<file path="config.mk">
export PLATFORM = sky130hd
export DESIGN_NAME = acs_unit
export DESIGN_NICKNAME = d
export VERILOG_FILES = /design/src/rtl/acs_pkg.sv /design/src/rtl/acs_sat_add.sv /design/src/rtl/acs_carry_cmp.sv /design/src/rtl/acs_pick.sv /design/src/rtl/acs_unit.sv
export SDC_FILE = /design/constraint.sdc
export NUM_CORES = 1
export LEC_CHECK = 0
export BUFFER_PORTS_ARGS = -buffer_cell sky130_fd_sc_hd__buf_2
export CAP_MARGIN = 10
export CORE_MARGIN = 10
export CORE_UTILIZATION = 25
export CTS_BUF_LIST = sky130_fd_sc_hd__clkbuf_8
export CTS_CLUSTER_DIAMETER = 50
export CTS_CLUSTER_SIZE = 40
export DETAILED_ROUTE_END_ITERATION = 12
export SLEW_MARGIN = 20
export SYNTH_ARGS = -nofsm -noshare
export SYNTH_HDL_FRONTEND = slang
export SYNTH_SLANG_ARGS = --single-unit
</file>
<file path="constraint.sdc">
create_clock -name clk -period 1.25 [get_ports clk]
set_clock_uncertainty 0.2 [all_clocks]
set_input_delay 0.0625 -clock clk [delete_from_list [all_inputs] [get_ports clk]]
set_output_delay 0.0625 -clock clk [all_outputs]
set_load 0.02 [all_outputs]
</file>
<file path="src/rtl/acs_pkg.sv">
package acs_pkg;
  localparam int unsigned SM_W_DEF = 8;
  localparam int unsigned BM_W_DEF = 5;

  // Decision encoding carried on path_sel
  typedef enum logic {
    PICK_UPPER = 1'b0,
    PICK_LOWER = 1'b1
  } pick_e;
endpackage

</file>
<file path="src/rtl/acs_sat_add.sv">
module acs_sat_add #(
  parameter int unsigned SM_W = acs_pkg::SM_W_DEF,
  parameter int unsigned BM_W = acs_pkg::BM_W_DEF
) (
  input  logic [SM_W-1:0] metric,
  input  logic [BM_W-1:0] branch,
  output logic [SM_W-1:0] sum,
  output logic            clamped
);
  localparam int unsigned EXT_W = SM_W + 1;
  localparam int unsigned PAD_W = EXT_W - BM_W;

  // Widened add: the top bit is the final carry
  function automatic logic [EXT_W-1:0] wide_add(input logic [SM_W-1:0] a,
                                                input logic [BM_W-1:0] b);
    return {1'b0, a} + {{PAD_W{1'b0}}, b};
  endfunction

  logic [EXT_W-1:0] raw;

  assign raw     = wide_add(metric, branch);
  assign clamped = raw[SM_W];
  assign sum     = clamped ? {SM_W{1'b1}} : raw[SM_W-1:0];
endmodule

</file>
<file path="src/rtl/acs_carry_cmp.sv">
module acs_carry_cmp #(
  parameter int unsigned W = acs_pkg::SM_W_DEF
) (
  input  logic [W-1:0] upper,
  input  logic [W-1:0] lower,
  output logic         upper_gt
);
  // Carry-only chain of upper + ~lower with carry-in 0:
  // the final carry is set exactly when upper > lower.
  logic [W:0]   carry;
  logic [W-1:0] lower_n;

  assign lower_n  = ~lower;
  assign carry[0] = 1'b0;

  for (genvar g = 0; g < W; g++) begin : g_chain
    assign carry[g+1] = (upper[g] & lower_n[g]) |
                        ((upper[g] ^ lower_n[g]) & carry[g]);
  end

  assign upper_gt = carry[W];
endmodule

</file>
<file path="src/rtl/acs_pick.sv">
module acs_pick #(
  parameter int unsigned W = acs_pkg::SM_W_DEF
) (
  input  logic [W-1:0]   upper,
  input  logic [W-1:0]   lower,
  input  acs_pkg::pick_e sel,
  output logic [W-1:0]   chosen
);
  always_comb begin
    unique case (sel)
      acs_pkg::PICK_LOWER: chosen = lower;
      default:             chosen = upper;
    endcase
  end
endmodule

</file>
<file path="src/rtl/acs_unit.sv">
module acs_unit #(
  parameter int unsigned SM_W    = acs_pkg::SM_W_DEF,
  parameter int unsigned BM_W    = acs_pkg::BM_W_DEF,
  parameter bit          REG_OUT = 1'b1
) (
  input  logic            clk,
  input  logic            rst_n,
  input  logic [SM_W-1:0] sm_up,
  input  logic [SM_W-1:0] sm_lo,
  input  logic [BM_W-1:0] bm_up,
  input  logic [BM_W-1:0] bm_lo,
  output logic [SM_W-1:0] nsm,
  output logic            path_sel
);
  // Named internal events, observed by the bound checker
  logic [SM_W-1:0] su_sum;
  logic [SM_W-1:0] sl_sum;
  logic            su_clamp;
  logic            sl_clamp;
  logic            upper_gt;
  acs_pkg::pick_e  pick;
  logic [SM_W-1:0] nsm_comb;

  acs_sat_add #(.SM_W(SM_W), .BM_W(BM_W)) u_add_up (
    .metric(sm_up), .branch(bm_up), .sum(su_sum), .clamped(su_clamp)
  );

  acs_sat_add #(.SM_W(SM_W), .BM_W(BM_W)) u_add_lo (
    .metric(sm_lo), .branch(bm_lo), .sum(sl_sum), .clamped(sl_clamp)
  );

  acs_carry_cmp #(.W(SM_W)) u_cmp (
    .upper(su_sum), .lower(sl_sum), .upper_gt(upper_gt)
  );

  assign pick = upper_gt ? acs_pkg::PICK_LOWER : acs_pkg::PICK_UPPER;

  acs_pick #(.W(SM_W)) u_pick (
    .upper(su_sum), .lower(sl_sum), .sel(pick), .chosen(nsm_comb)
  );

  if (REG_OUT) begin : g_reg
    logic [SM_W-1:0] nsm_q;
    logic            sel_q;
    always_ff @(posedge clk or negedge rst_n) begin
      if (!rst_n) begin
        nsm_q <= '0;
        sel_q <= 1'b0;
      end else begin
        nsm_q <= nsm_comb;
        sel_q <= pick;
      end
    end
    assign nsm      = nsm_q;
    assign path_sel = sel_q;
  end else begin : g_comb
    assign nsm      = nsm_comb;
    assign path_sel = pick;
  end
endmodule

</file>
=== After elaboration in Yosys (flattened, before gate mapping) ===
Cells that the tools add are included.

* Bits in registers: 9
* Memory bits (writable): 0
* Memories kept: 0
* Word-level logic and storage cells: 38
* Bits in read-only memories: 0
* Bits in latches: 0
* Input bits: 28

* Reductions and logical operators: 0
* Multiplexer cells: 4
* Equal/unequal tests: 0
* Bitwise operators: 30
* Divide/modulo/power cells: 0
* $lt $le $gt $ge: 0
* Add/sub/neg operators: 2
* Shifts and indexed selects: 0
* $mul: 0

{| class="wikitable"
|+ Operators with widths
! cell !! count
|-
| $mux W8 || 3
|-
| $add A8 B5 Y9 || 2
|-
| $and A1 B1 Y1 || 15
|-
| $not A8 Y8 || 1
|-
| $or A1 B1 Y1 || 7
|-
| $xor A1 B1 Y1 || 7
|-
| $mux W1 || 1
|}

=== Depth between registers and ports, before layout ===
Gate-level depths: netlist of run 1.

* Depth after elaboration: 20
* Mapped depth: 15

=== By module ===
Synthesis of run 1 repeated with hierarchy kept, for this count alone.

* Cell total of the unflattened synthesis: 121
* Area total of the unflattened synthesis: 1112.3 um2

{| class="wikitable"
|+ By module, submodules not included
! module !! instances !! area each (um2) !! cells an instance
|-
| acs_sat_add || 2 || 289.0 || 40
|-
| acs_unit || 1 || 225.2 || 9
|-
| acs_carry_cmp || 1 || 177.7 || 23
|-
| acs_pick || 1 || 131.4 || 9
|}

=== Least setup slack after synthesis of run 1 ===
OpenSTA, ideal clock, no wires.

* Path type: input -> register
* From: in sm_up[0]
* To: reg g_reg.nsm_q[4] (netlist: nsm[4])
* Stages: 15
* Arrival: 3187 ps
* Path slack: -2261 ps
* Required time: 925 ps
* Cells stage by stage: ha_1 fa_1 a211oi_1 o21ba_2 nor2b_1 nand2b_1 mux2i_1 inv_1 ha_1 a21o_1 a211o_1 nor4_1 o41ai_2 o221ai_2 mux2_2

* Word-level cells in the longest chain between the ends: 19
* Elaborated cells between the ends (all ways): 33

{| class="wikitable"
|+ RTL lines
! element !! RTL line !! text
|-
| start, declared || acs_unit.sv:8 || <nowiki>input logic [SM_W-1:0] sm_up,</nowiki>
|-
| $add A8 B5 Y9 * || acs_sat_add.sv:16 || <nowiki>return {1'b0, a} + {{PAD_W{1'b0}}, b};</nowiki>
|-
| $mux W8 * || acs_sat_add.sv:23 || <nowiki>assign sum = clamped ? {SM_W{1'b1}} : raw[SM_W-1:0];</nowiki>
|-
| $xor A1 B1 Y1 / $and A1 B1 Y1 (equally long branches) || acs_carry_cmp.sv:18, acs_carry_cmp.sv:17 ||
|-
| $and A1 B1 Y1 || acs_carry_cmp.sv:18 || <nowiki>((upper[g] ^ lower_n[g]) & carry[g]);</nowiki>
|-
| $or A1 B1 Y1 || acs_carry_cmp.sv:17 || <nowiki>assign carry[g+1] = (upper[g] & lower_n[g]) |</nowiki>
|-
| $and A1 B1 Y1 || acs_carry_cmp.sv:18 ||
|-
| $or A1 B1 Y1 || acs_carry_cmp.sv:17 ||
|-
| $and A1 B1 Y1 || acs_carry_cmp.sv:18 ||
|-
| [... 4 more ...] || - ||
|-
| $or A1 B1 Y1 || acs_carry_cmp.sv:17 ||
|-
| $and A1 B1 Y1 || acs_carry_cmp.sv:18 ||
|-
| $or A1 B1 Y1 || acs_carry_cmp.sv:17 ||
|-
| $and A1 B1 Y1 || acs_carry_cmp.sv:18 ||
|-
| $or A1 B1 Y1 || acs_carry_cmp.sv:17 ||
|-
| $mux W1 || acs_unit.sv:36 || <nowiki>assign pick = upper_gt ? acs_pkg::PICK_LOWER : acs_pkg::PICK_UPPER;</nowiki>
|-
| $mux W8 * || acs_pick.sv:10 || <nowiki>unique case (sel)</nowiki>
|-
| named net nsm_comb[4] || acs_unit.sv:22 || <nowiki>logic [SM_W-1:0] nsm_comb;</nowiki>
|-
| end signal, assigned || acs_unit.sv:50 || <nowiki>nsm_q <= nsm_comb;</nowiki>
|-
| end, declared || acs_unit.sv:43 || <nowiki>logic [SM_W-1:0] nsm_q;</nowiki>
|}

The timed path passes the listed nets; every way through them passes the cells marked *.

=== Worst setup path after layout of run 1 ===
Same ends and word-level chain as after synthesis.

==> flow_metrics.py, run 1 <==
metrics = {
    "run_status": {
        "outcome": "complete, but fails checks",
        "violations": "setup timing",
    },
    "floorplan": {
        "fp.dieW_microns": 84.80,
        "die_h_microns": 84.80,
        "initial_core_util_pct": 26.06,
        "core-area_sq_mm": 0.004029,
        "ios": 37,
        "die-area_sq_mm": 0.007191,
        "rows": 23,
    },
    "clocking": {
        "clkSlewWorstSetupHoldPaths_ns": 0.04,
        "cts_tree": "done",
        "cts.sinks": 9,
        "numCtsBuffers": 3,
        "cts_buffer_depth": 2,
        "root_buffer": "clkbuf_8",
        "htreeDepth": 1,
    },
    "layout": {
        "layout_common_cells": "buf_4, buf_2, ha_1",
        "layout_commonest_cell": "buf_4",
        "multi_input_area_sq_um": 905.9,
        "register_area_sq_um": 225.2,
        "diodes": 0,
        "final_layout_size_suffix_gt1_share_pct": 55.34,
        "final_nets": 255,
        "area_growth_pct": 79.14,
        "fin_area_sq_mm": 0.001881,
        "fin_util_pct": 46.68,
        "fin_cells": 256,
        "fillers": 389,
    },
    "sta": {
        "finalHoldViolCount": 0,
        "post-route-period-util_pct": 247.3,
        "fmax_ghz": 0.3236,
        "rsz0062_at_grt": "true",
        "tightest_slew_ns": 0.3387,
        "drv_slew": 0,
        "min_period_ns": 3.091,
        "layout_setup_ws_ns": -1.841,
        "setup_violations": 9,
        "holdWs_ns": 0.006135,
        "slew_headroom_pct": 77.17,
    },
    "logic_synthesis": {
        "yosysTopAreaCell": "dfrtp_1",
        "synth.net_count": 160,
        "synth-warning-count": 0,
        "synth-xor-area-share_pct": 6.675,
        "synthAdderAreaFrac_pct": 25.27,
        "synth_edf_count": 0,
        "netlist_area_sq_mm": 0.001050,
        "synthMuxAreaShare_pct": 9.654,
        "ys_async_sr_fraction_pct": 100.0,
        "ys_top_cells_by_area": "dfrtp_1, ha_1, mux2i_1, nand2b_1, xnor2_1",
        "yosysSeqAreaShare_pct": 21.45,
        "ys.flop_type": "dfrtp_1",
        "synth_top_family_by_area": "adder cells",
        "ys_ff_latch": 9,
        "syn_inst": 112,
        "synth_compound_area_share_pct": 20.50,
        "synth_cell_type_count": 29,
        "synth-simple-area-share_pct": 13.23,
        "synth_top_cell_area_share_pct": 21.45,
        "synth_area_per_cell_sq_um": 9.373,
    },
    "global_route": {
        "grt_usage_pct": 7.769,
        "first_global_vias": 1186,
        "grt_first_pass_wirelength_microns": 4836,
        "antenna_found_initial": 0,
        "grt-ovfl-total": 0,
        "grt_max_degree": 10,
    },
    "placed_design": {
        "dp.cells": 235,
        "place_hpwl_microns": 2449,
        "placed_cell_area_sq_mm": 0.001635,
        "port_buffers": 36,
        "gp_congestion": 0.7575,
    },
    "power": {
        "combPwrFrac_pct": 63.9,
        "p_int_uw": 1254,
        "power_density_mw_per_mm2": 1035,
        "p_clk_share_pct": 16.0,
        "p_switching_uw": 693.2,
        "cellLeakagePower_uw": 0.001004,
        "sw_frac_of_total_pct": 35.61,
        "vdd_drop_max_uv": 300.8,
        "pwr-share-seq_pct": 20.1,
    },
    "worst_setup_path": {
        "setup.worst_path.class": "input port to flop",
        "endpoint_kind": "flop",
        "crit_arrival_ns": 3.00,
        "crit_required_ns": 1.16,
        "path_max_fanout": 4,
        "crit_path_start_kind": "input port",
    },
    "detailed_routing": {
        "via_count": 1121,
        "first_pass_iters": 3,
        "wl_per_cell_microns": 11.38,
        "postRouteAntennaNets": 0,
        "drt-total-wl_microns": 2914,
        "drt-initial-drc-count": 22,
        "drcViolationCount": 0,
        "vias_per_cell": 4.379,
    },
    "job": {
        "drv_cap": 0,
    },
    "worst_hold_path": {
        "min_path_type": "input port to asynchronous set/reset pin",
    },
}
## state kept, by name (all words and copies together) (netlist names)
name	cells
nsm	8
path_sel	1
## layout make-up
| type | instances | share of cell area [%] |
|---|---|---|
| Inverter | 9 | 1.796 |
| Clock buffer | 3 | 2.196 |
| Clock inverter | 1 | 0.1996 |
| Timing Repair Buffer | 90 | 32.34 |
| Multi-Input combinational cell | 94 | 48.17 |
| Sequential cell | 9 | 11.98 |
| Tap cell | 50 | 3.327 |
## logic make-up (layout without fill, tap and decap cells)
family / count (synthesis) / after routing
compound gates: 29 / 29
simple gates: 27 / 27
fa+ha+maj: 20 / 20
mux: 10 / 10
flops: 9 / 9
buf+inv: 9 / 103
xor+xnor: 8 / 8
## per-stage QoR
| stage | total power (uW) | setup WS [ns] | TNS, ns |
|---|---|---|---|
| after global placement | 1424 | -2.168 | -17.71 |
| after global routing | 2098 | -2.002 | -16.39 |
| after floorplan | 1004 | -2.011 | -15.41 |
| after detailed placement | 1436 | -2.214 | -18.17 |
| after CTS | 1936 | -1.808 | -14.84 |
| final | 1947 | -1.841 | -15.13 |
## cell usage after synthesis (all sizes together) (2+ instances only)
| cell | n |
|---|---|
| ha | 18 |
| xor2 | 3 |
| a21o | 5 |
| xnor2 | 5 |
| fa | 2 |
| dfrtp | 9 |
| a31oi | 2 |
| inv | 9 |
| nor2b | 3 |
| mux2i | 9 |
| a21oi | 6 |
| nor2 | 11 |
| a211oi | 4 |
| o21ai | 6 |
| nand2b | 7 |
## final timing paths
path,startpoint,end,cells past startpoint
min in group clk,bm_up[0],nsm[0]$_DFF_PN0_,4
setup / recovery,sm_up[0],nsm[4]$_DFF_PN0_,16
max in group asynchronous,rst_n,nsm[5]$_DFF_PN0_,2
hold / removal,rst_n,nsm[3]$_DFF_PN0_,2
## timing repair
item	in CTS	in global routing
buffers inserted	14	2
endpoints found under the setup margin	9	9
resized for setup	12	1
hold buffers	1	0
pin swaps	7	0
endpoints found under the hold margin	9	0
## layer usage
layer / GRT usage [%] / wire length, microns / vias to the layer above
li1: - / - / 592
met1: 8.292 / 1213 / 511
met2: 14.82 / 1579 / 16
met3: 1.739 / 94 / 2
met4: 1.946 / 26 / 0
met5: 0 / 0 / -
## worst max-delay path, stage by stage
cell and delay, ns:
buf_6 0.10, ha_4 0.15, fa_2 0.34, a211oi_2 0.25
o21ba_4 0.18, nor2b_4 0.04, nand2b_4 0.13, mux2i_2 0.18
inv_1 0.10, ha_4 0.22, a21o_1 0.15, a211o_1 0.32
nor4_2 0.18, o41ai_2 0.14, o221ai_4 0.12, mux2_4 0.33
## power by group through the flow
stage	clock network (uW)	logic (uW)	registers (uW)
2_1_floorplan	0	489	515
3_3_place_gp	0	1030	395
3_5_place_dp	0	1040	398
6_report	312	1240	392
4_1_cts	320	1220	394
5_1_grt	335	1360	400
Note: power is estimated with default switching activity, not from simulation.
==> run 2: changes to the inputs <==
--- a/config.mk
+++ b/config.mk
@@ -5,14 +5,16 @@
 export SDC_FILE = /design/constraint.sdc
 export NUM_CORES = 1
 export LEC_CHECK = 0
+export ABC_AREA = 1
 export BUFFER_PORTS_ARGS = -buffer_cell sky130_fd_sc_hd__buf_2
 export CAP_MARGIN = 10
 export CORE_MARGIN = 10
 export CORE_UTILIZATION = 25
 export CTS_BUF_LIST = sky130_fd_sc_hd__clkbuf_8
-export CTS_CLUSTER_DIAMETER = 50
+export CTS_CLUSTER_DIAMETER = 80
 export CTS_CLUSTER_SIZE = 40
 export DETAILED_ROUTE_END_ITERATION = 12
+export REMOVE_ABC_BUFFERS = 1
 export SLEW_MARGIN = 20
 export SYNTH_ARGS = -nofsm -noshare
 export SYNTH_HDL_FRONTEND = slang
==> flow_metrics.py, run 2 <==
metrics = {
    "run_status": {
        "outcome": "complete, but fails checks",
        "violations": "setup timing",
    },
    "floorplan": {
        "die_h_microns": 87.38,
        "rows": 24,
        "core-area_sq_mm": 0.004384,
        "die-area_sq_mm": 0.007634,
        "ios": 37,
        "fp.dieW_microns": 87.38,
        "initial_core_util_pct": 25.88,
    },
    "layout": {
        "final_layout_size_suffix_gt1_share_pct": 51.35,
        "final_nets": 308,
        "fin_cells": 311,
        "layout_commonest_cell": "buf_4",
        "largest_reg_flops": 8,
        "area_growth_pct": 74.64,
        "fin_util_pct": 45.21,
        "layout_common_cells": "buf_4, inv_1, buf_2",
        "diodes": 0,
    },
    "worst_setup_path": {
        "endpoint_kind": "flop",
        "path_max_fanout": 8,
        "setup.worst_path.class": "input port to flop",
        "cp-startpoint": "sm_up[0]",
        "critPathTopFamily": "simple AND/OR/NAND/NOR gates",
        "cpMostUsedCell": "nand2_1",
        "crit_required_ns": 1.21,
        "path_buf_inv": 1,
        "crit_arrival_ns": 2.46,
        "crit_path_start_kind": "input port",
        "slowest_stage": "fa_2",
        "endpoint": "nsm[2]$_DFF_PN0_",
        "worst_path_largest_cell_delay_ns": 0.34,
        "cp.depth": 25,
    },
    "detailed_routing": {
        "postRouteAntennaNets": 0,
        "via_count": 1282,
        "vias_per_cell": 4.122,
        "drt-initial-drc-count": 48,
        "drcViolationCount": 0,
        "drt-total-wl_microns": 3179,
        "first_pass_iters": 4,
        "wl_per_cell_microns": 10.22,
    },
    "clocking": {
        "cts_buffer_depth": 2,
        "root_buffer": "clkbuf_8",
        "htreeDepth": 1,
        "numCtsBuffers": 3,
        "clkSlewWorstSetupHoldPaths_ns": 0.04,
        "cts.sinks": 9,
        "cts_tree": "done",
    },
    "logic_synthesis": {
        "synth_common_cells": "nand2_1, inv_1, ha_1, nand3_1, nor2_1",
        "synth-warning-count": 0,
        "ys_async_sr_fraction_pct": 100.0,
        "ys_ff_latch": 9,
        "synth_area_per_cell_sq_um": 6.636,
        "ys.flop_type": "dfrtp_1",
        "synth-simple-area-share_pct": 38.04,
        "syn_inst": 171,
        "synth-xor-area-share_pct": 1.544,
        "yosysSeqAreaShare_pct": 19.85,
        "synth_compound_area_share_pct": 5.954,
        "yosysMostFrequentCell": "nand2_1",
        "synth_edf_count": 0,
        "synth_cell_type_count": 21,
        "synthAdderAreaFrac_pct": 23.37,
        "synthMuxAreaShare_pct": 0,
        "synth_top_family_by_area": "simple AND/OR/NAND/NOR gates",
        "synth_top_cell_area_share_pct": 19.85,
        "ys_top_cells_by_area": "dfrtp_1, ha_1, nand2_1, inv_1, nand3_1",
        "yosysTopAreaCell": "dfrtp_1",
        "netlist_area_sq_mm": 0.001135,
    },
    "sta": {
        "slew_headroom_pct": 78.08,
        "layout_setup_ws_ns": -1.244,
        "fmax_ghz": 0.4009,
        "min_period_ns": 2.494,
        "drv_slew": 0,
        "setup_violations": 9,
        "tightest_slew_ns": 0.3268,
        "post-route-period-util_pct": 199.6,
        "finalHoldViolCount": 0,
        "rsz0062_at_grt": "true",
    },
    "global_route": {
        "grt_max_degree": 10,
        "grt_usage_pct": 8.387,
        "antenna_found_initial": 0,
        "grt-ovfl-total": 0,
        "first_global_vias": 1339,
        "grt_first_pass_wirelength_microns": 5430,
    },
    "power": {
        "vdd_drop_max_uv": 312.2,
        "sw_frac_of_total_pct": 39.53,
        "p_switching_uw": 719.5,
        "p_clk_share_pct": 17.2,
        "p_int_uw": 1101,
        "combPwrFrac_pct": 61.5,
        "power_density_mw_per_mm2": 918.5,
        "cellLeakagePower_uw": 0.001124,
        "pwr-share-seq_pct": 21.3,
    },
    "worst_hold_path": {
        "min_path_type": "input port to asynchronous set/reset pin",
    },
    "job": {
        "drv_cap": 0,
    },
    "placed_design": {
        "place_hpwl_microns": 2481,
        "dp.cells": 292,
        "port_buffers": 36,
        "gp_congestion": 0.8069,
    },
}
run 2: what timing repair did:
item,in CTS,in global routing
endpoints found under the hold margin,9,0
setup endpoints to repair,9,9
setup buffers,14,1
hold buffers,1,0
pin swaps,19,29
gates resized for setup,22,26
run 2: power groups by stage:
| stage | registers [uW] | logic, uW | clock network [uW] |
|---|---|---|---|
| finish | 387 | 1120 | 314 |
| detailed placement | 392 | 918 | 0 |
| global placement | 388 | 908 | 0 |
| CTS | 389 | 1030 | 322 |
| global route | 395 | 1260 | 337 |
| floorplan | 497 | 438 | 0 |
run 2: worst min path at each step:
stage                       end  cells after the start
2_1_floorplan  nsm[0]$_DFF_PN0_                      0
3_3_place_gp   nsm[2]$_DFF_PN0_                      1
3_5_place_dp   nsm[6]$_DFF_PN0_                      1
4_1_cts        nsm[2]$_DFF_PN0_                      2
5_1_grt        nsm[2]$_DFF_PN0_                      2
6_report       nsm[0]$_DFF_PN0_                      2
run 2: layout make-up:
class,instances,area (sq um)
clock inverters,1,3.754
multi-input cells,128,959.7
fillers,432,2402
inverters,34,127.6
clock buffers,3,41.29
well taps,52,65.06
flip-flops and latches,9,225.2
repair buffers,84,559.3
run 2: kinds of logic (layout without fill, tap and decap cells):
logic type | Yosys count | after routing
simple gates | 93 | 93
xor+xnor | 2 | 2
fa+ha+maj | 20 | 20
compound gates | 13 | 13
flops | 9 | 9
buf+inv | 34 | 122
run 2: per-layer routing:
metal	up-vias	GRT usage (%)	routed length (microns)
met2	26	14.75	1534
met4	0	2.174	40
li1	710	-	-
met1	542	9.738	1416
met3	4	2.154	187
met5	-	0	0
run 2: metrics by stage:
step / worst slack (ns) / power, uW / TNS, ns / hold WS, ns / area [sq um]
after floorplan: -1.421 / 934.8 / -12.04 / -0.4331 / 1135
after global placement: -1.642 / 1296 / -13.97 / -0.2834 / 1628
after detailed placement: -1.704 / 1310 / -14.46 / -0.2808 / 1628
after CTS: -1.257 / 1741 / -10.42 / 0.01842 / 1874
after global routing: -1.443 / 1996 / -11.94 / 0.03843 / 1982
final: -1.244 / 1820 / -10.31 / 0.01452 / 1982
==> run 3: changes to the inputs <==
--- a/config.mk
+++ b/config.mk
@@ -8,7 +8,7 @@
 export ABC_AREA = 1
 export BUFFER_PORTS_ARGS = -buffer_cell sky130_fd_sc_hd__buf_2
 export CAP_MARGIN = 10
-export CORE_MARGIN = 10
+export CORE_MARGIN = 2
 export CORE_UTILIZATION = 25
 export CTS_BUF_LIST = sky130_fd_sc_hd__clkbuf_8
 export CTS_CLUSTER_DIAMETER = 80
==> flow_metrics.py, run 3 (synthesis results as in run 2) <==
metrics = {
    "global_route": {
        "grt_first_pass_wirelength_microns": 4547,
        "grt-ovfl-total": 0,
        "grt_max_degree": 10,
        "antenna_found_initial": 0,
        "grt_usage_pct": 10.78,
        "first_global_vias": 1194,
    },
    "floorplan": {
        "die-area_sq_mm": 0.005094,
        "core-area_sq_mm": 0.004354,
        "ios": 37,
        "fp.dieW_microns": 71.38,
        "initial_core_util_pct": 26.06,
        "die_h_microns": 71.38,
        "rows": 24,
    },
    "sta": {
        "rsz0062_at_grt": "true",
        "min_period_ns": 2.495,
        "setup_violations": 9,
        "fmax_ghz": 0.4007,
        "finalHoldViolCount": 0,
        "post-route-period-util_pct": 199.6,
        "drv_slew": 0,
        "tightest_slew_ns": 0.2983,
        "slew_headroom_pct": 79.99,
        "layout_setup_ws_ns": -1.245,
    },
    "layout": {
        "area_growth_pct": 71.22,
        "layout_commonest_cell": "buf_4",
        "largest_reg_flops": 8,
        "layout_common_cells": "buf_4, inv_1, nand2_1, buf_2, nand2_2",
        "diodes": 0,
        "fin_util_pct": 44.63,
        "final_layout_size_suffix_gt1_share_pct": 49.80,
        "final_nets": 302,
        "fin_cells": 305,
    },
    "power": {
        "cellLeakagePower_uw": 0.001093,
        "power_density_mw_per_mm2": 911.5,
        "vdd_drop_max_uv": 438.4,
    },
    "worst_setup_path": {
        "setup.worst_path.class": "input port to flop",
        "endpoint_kind": "flop",
        "crit_path_start_kind": "input port",
        "crit_required_ns": 1.16,
        "path_max_fanout": 8,
        "crit_arrival_ns": 2.41,
    },
    "detailed_routing": {
        "wl_per_cell_microns": 8.597,
        "drcViolationCount": 0,
        "first_pass_iters": 4,
        "vias_per_cell": 4.193,
        "drt-total-wl_microns": 2622,
        "drt-initial-drc-count": 14,
        "postRouteAntennaNets": 0,
        "via_count": 1279,
    },
    "clocking": {
        "cts_buffer_depth": 2,
        "htreeDepth": 1,
        "cts_tree": "done",
        "root_buffer": "clkbuf_8",
        "cts.sinks": 9,
        "numCtsBuffers": 3,
        "clkSlewWorstSetupHoldPaths_ns": 0.04,
    },
    "run_status": {
        "violations": "setup timing",
        "outcome": "complete, but fails checks",
    },
    "job": {
        "drv_cap": 0,
    },
    "worst_hold_path": {
        "min_path_type": "input port to asynchronous set/reset pin",
    },
    "placed_design": {
        "dp.cells": 292,
        "place_hpwl_microns": 2175,
        "gp_congestion": 0.8154,
        "port_buffers": 36,
    },
}
[run 3: routing by layer]
metal  part of all wire [%]  track usage [%]  up-vias  wire length [microns]
li1                       -                -      698                      -
met1                     46            12.81      548                   1218
met2                     48            19.34       31                   1254
met3                    4.7            1.406        2                    124
met4                   0.92            4.612        0                     24
met5                      0                0        -                      0
[run 3: layout make-up]
| cell class | instances | area [sq um] |
|---|---|---|
| Clock buffer | 3 | 41.29 |
| Clock inverter | 1 | 3.754 |
| Fill cell | 415 | 2411 |
| Inverter | 34 | 127.6 |
| Multi-Input combinational cell | 128 | 969.7 |
| Sequential cell | 9 | 225.2 |
| Tap cell | 52 | 65.06 |
| Timing Repair Buffer | 78 | 510.5 |
[run 3: where the power goes]
part           switching (uW)  internal (uW)
registers                14.2            368
logic                     582            495
clock network            99.1            212
[run 3: how the worst max path moves through the flow]
| stage | start | to | slack [ns] | cells past startpoint |
|---|---|---|---|---|
| global route | bm_up[0] | nsm[4]$_DFF_PN0_ | -1.37 | 25 |
| CTS | bm_up[0] | nsm[2]$_DFF_PN0_ | -1.21 | 25 |
| floorplan | sm_up[0] | nsm[5]$_DFF_PN0_ | -1.42 | 24 |
| detailed placement | sm_up[0] | nsm[2]$_DFF_PN0_ | -1.70 | 25 |
| global placement | sm_up[0] | nsm[6]$_DFF_PN0_ | -1.65 | 25 |
| finish | bm_up[0] | nsm[4]$_DFF_PN0_ | -1.25 | 18 |
[run 3: critical path, cell delays in order]
cell and delay [ns]:
buf_6 0.10, ha_4 0.15, fa_2 0.34, nand2_2 0.09
nand3_2 0.08, buf_4 0.13, buf_4 0.12, nand2_2 0.08
o21ai_2 0.06, or2_4 0.26, o21ai_4 0.14, o31ai_4 0.10
ha_1 0.29, inv_1 0.06, nand2_4 0.13, nand2_8 0.09
nand2_2 0.07, nand2_1 0.05
[run 3: what timing repair did]
| action | CTS | global route |
|---|---|---|
| setup buffers | 8 | 2 |
| endpoints found under the setup margin | 9 | 9 |
| endpoints found under the hold margin | 9 | 0 |
| hold buffers | 1 | 0 |
| gates resized for setup | 34 | 12 |
| pin swaps | 17 | 18 |
[run 3: stage by stage]
step | hold WS, ns | power (uW) | setup TNS, ns | cell area, sq um | setup WS (ns)
2_1_floorplan | -0.4331 | 934.8 | -12.04 | 1135 | -1.421
3_3_place_gp | -0.2877 | 1287 | -14.03 | 1628 | -1.649
3_5_place_dp | -0.2846 | 1300 | -14.39 | 1628 | -1.696
4_1_cts | 0.009297 | 1735 | -10.14 | 1887 | -1.212
5_1_grt | 0.03595 | 1927 | -11.55 | 1943 | -1.366
6_report | 0.01100 | 1771 | -10.56 | 1943 | -1.245
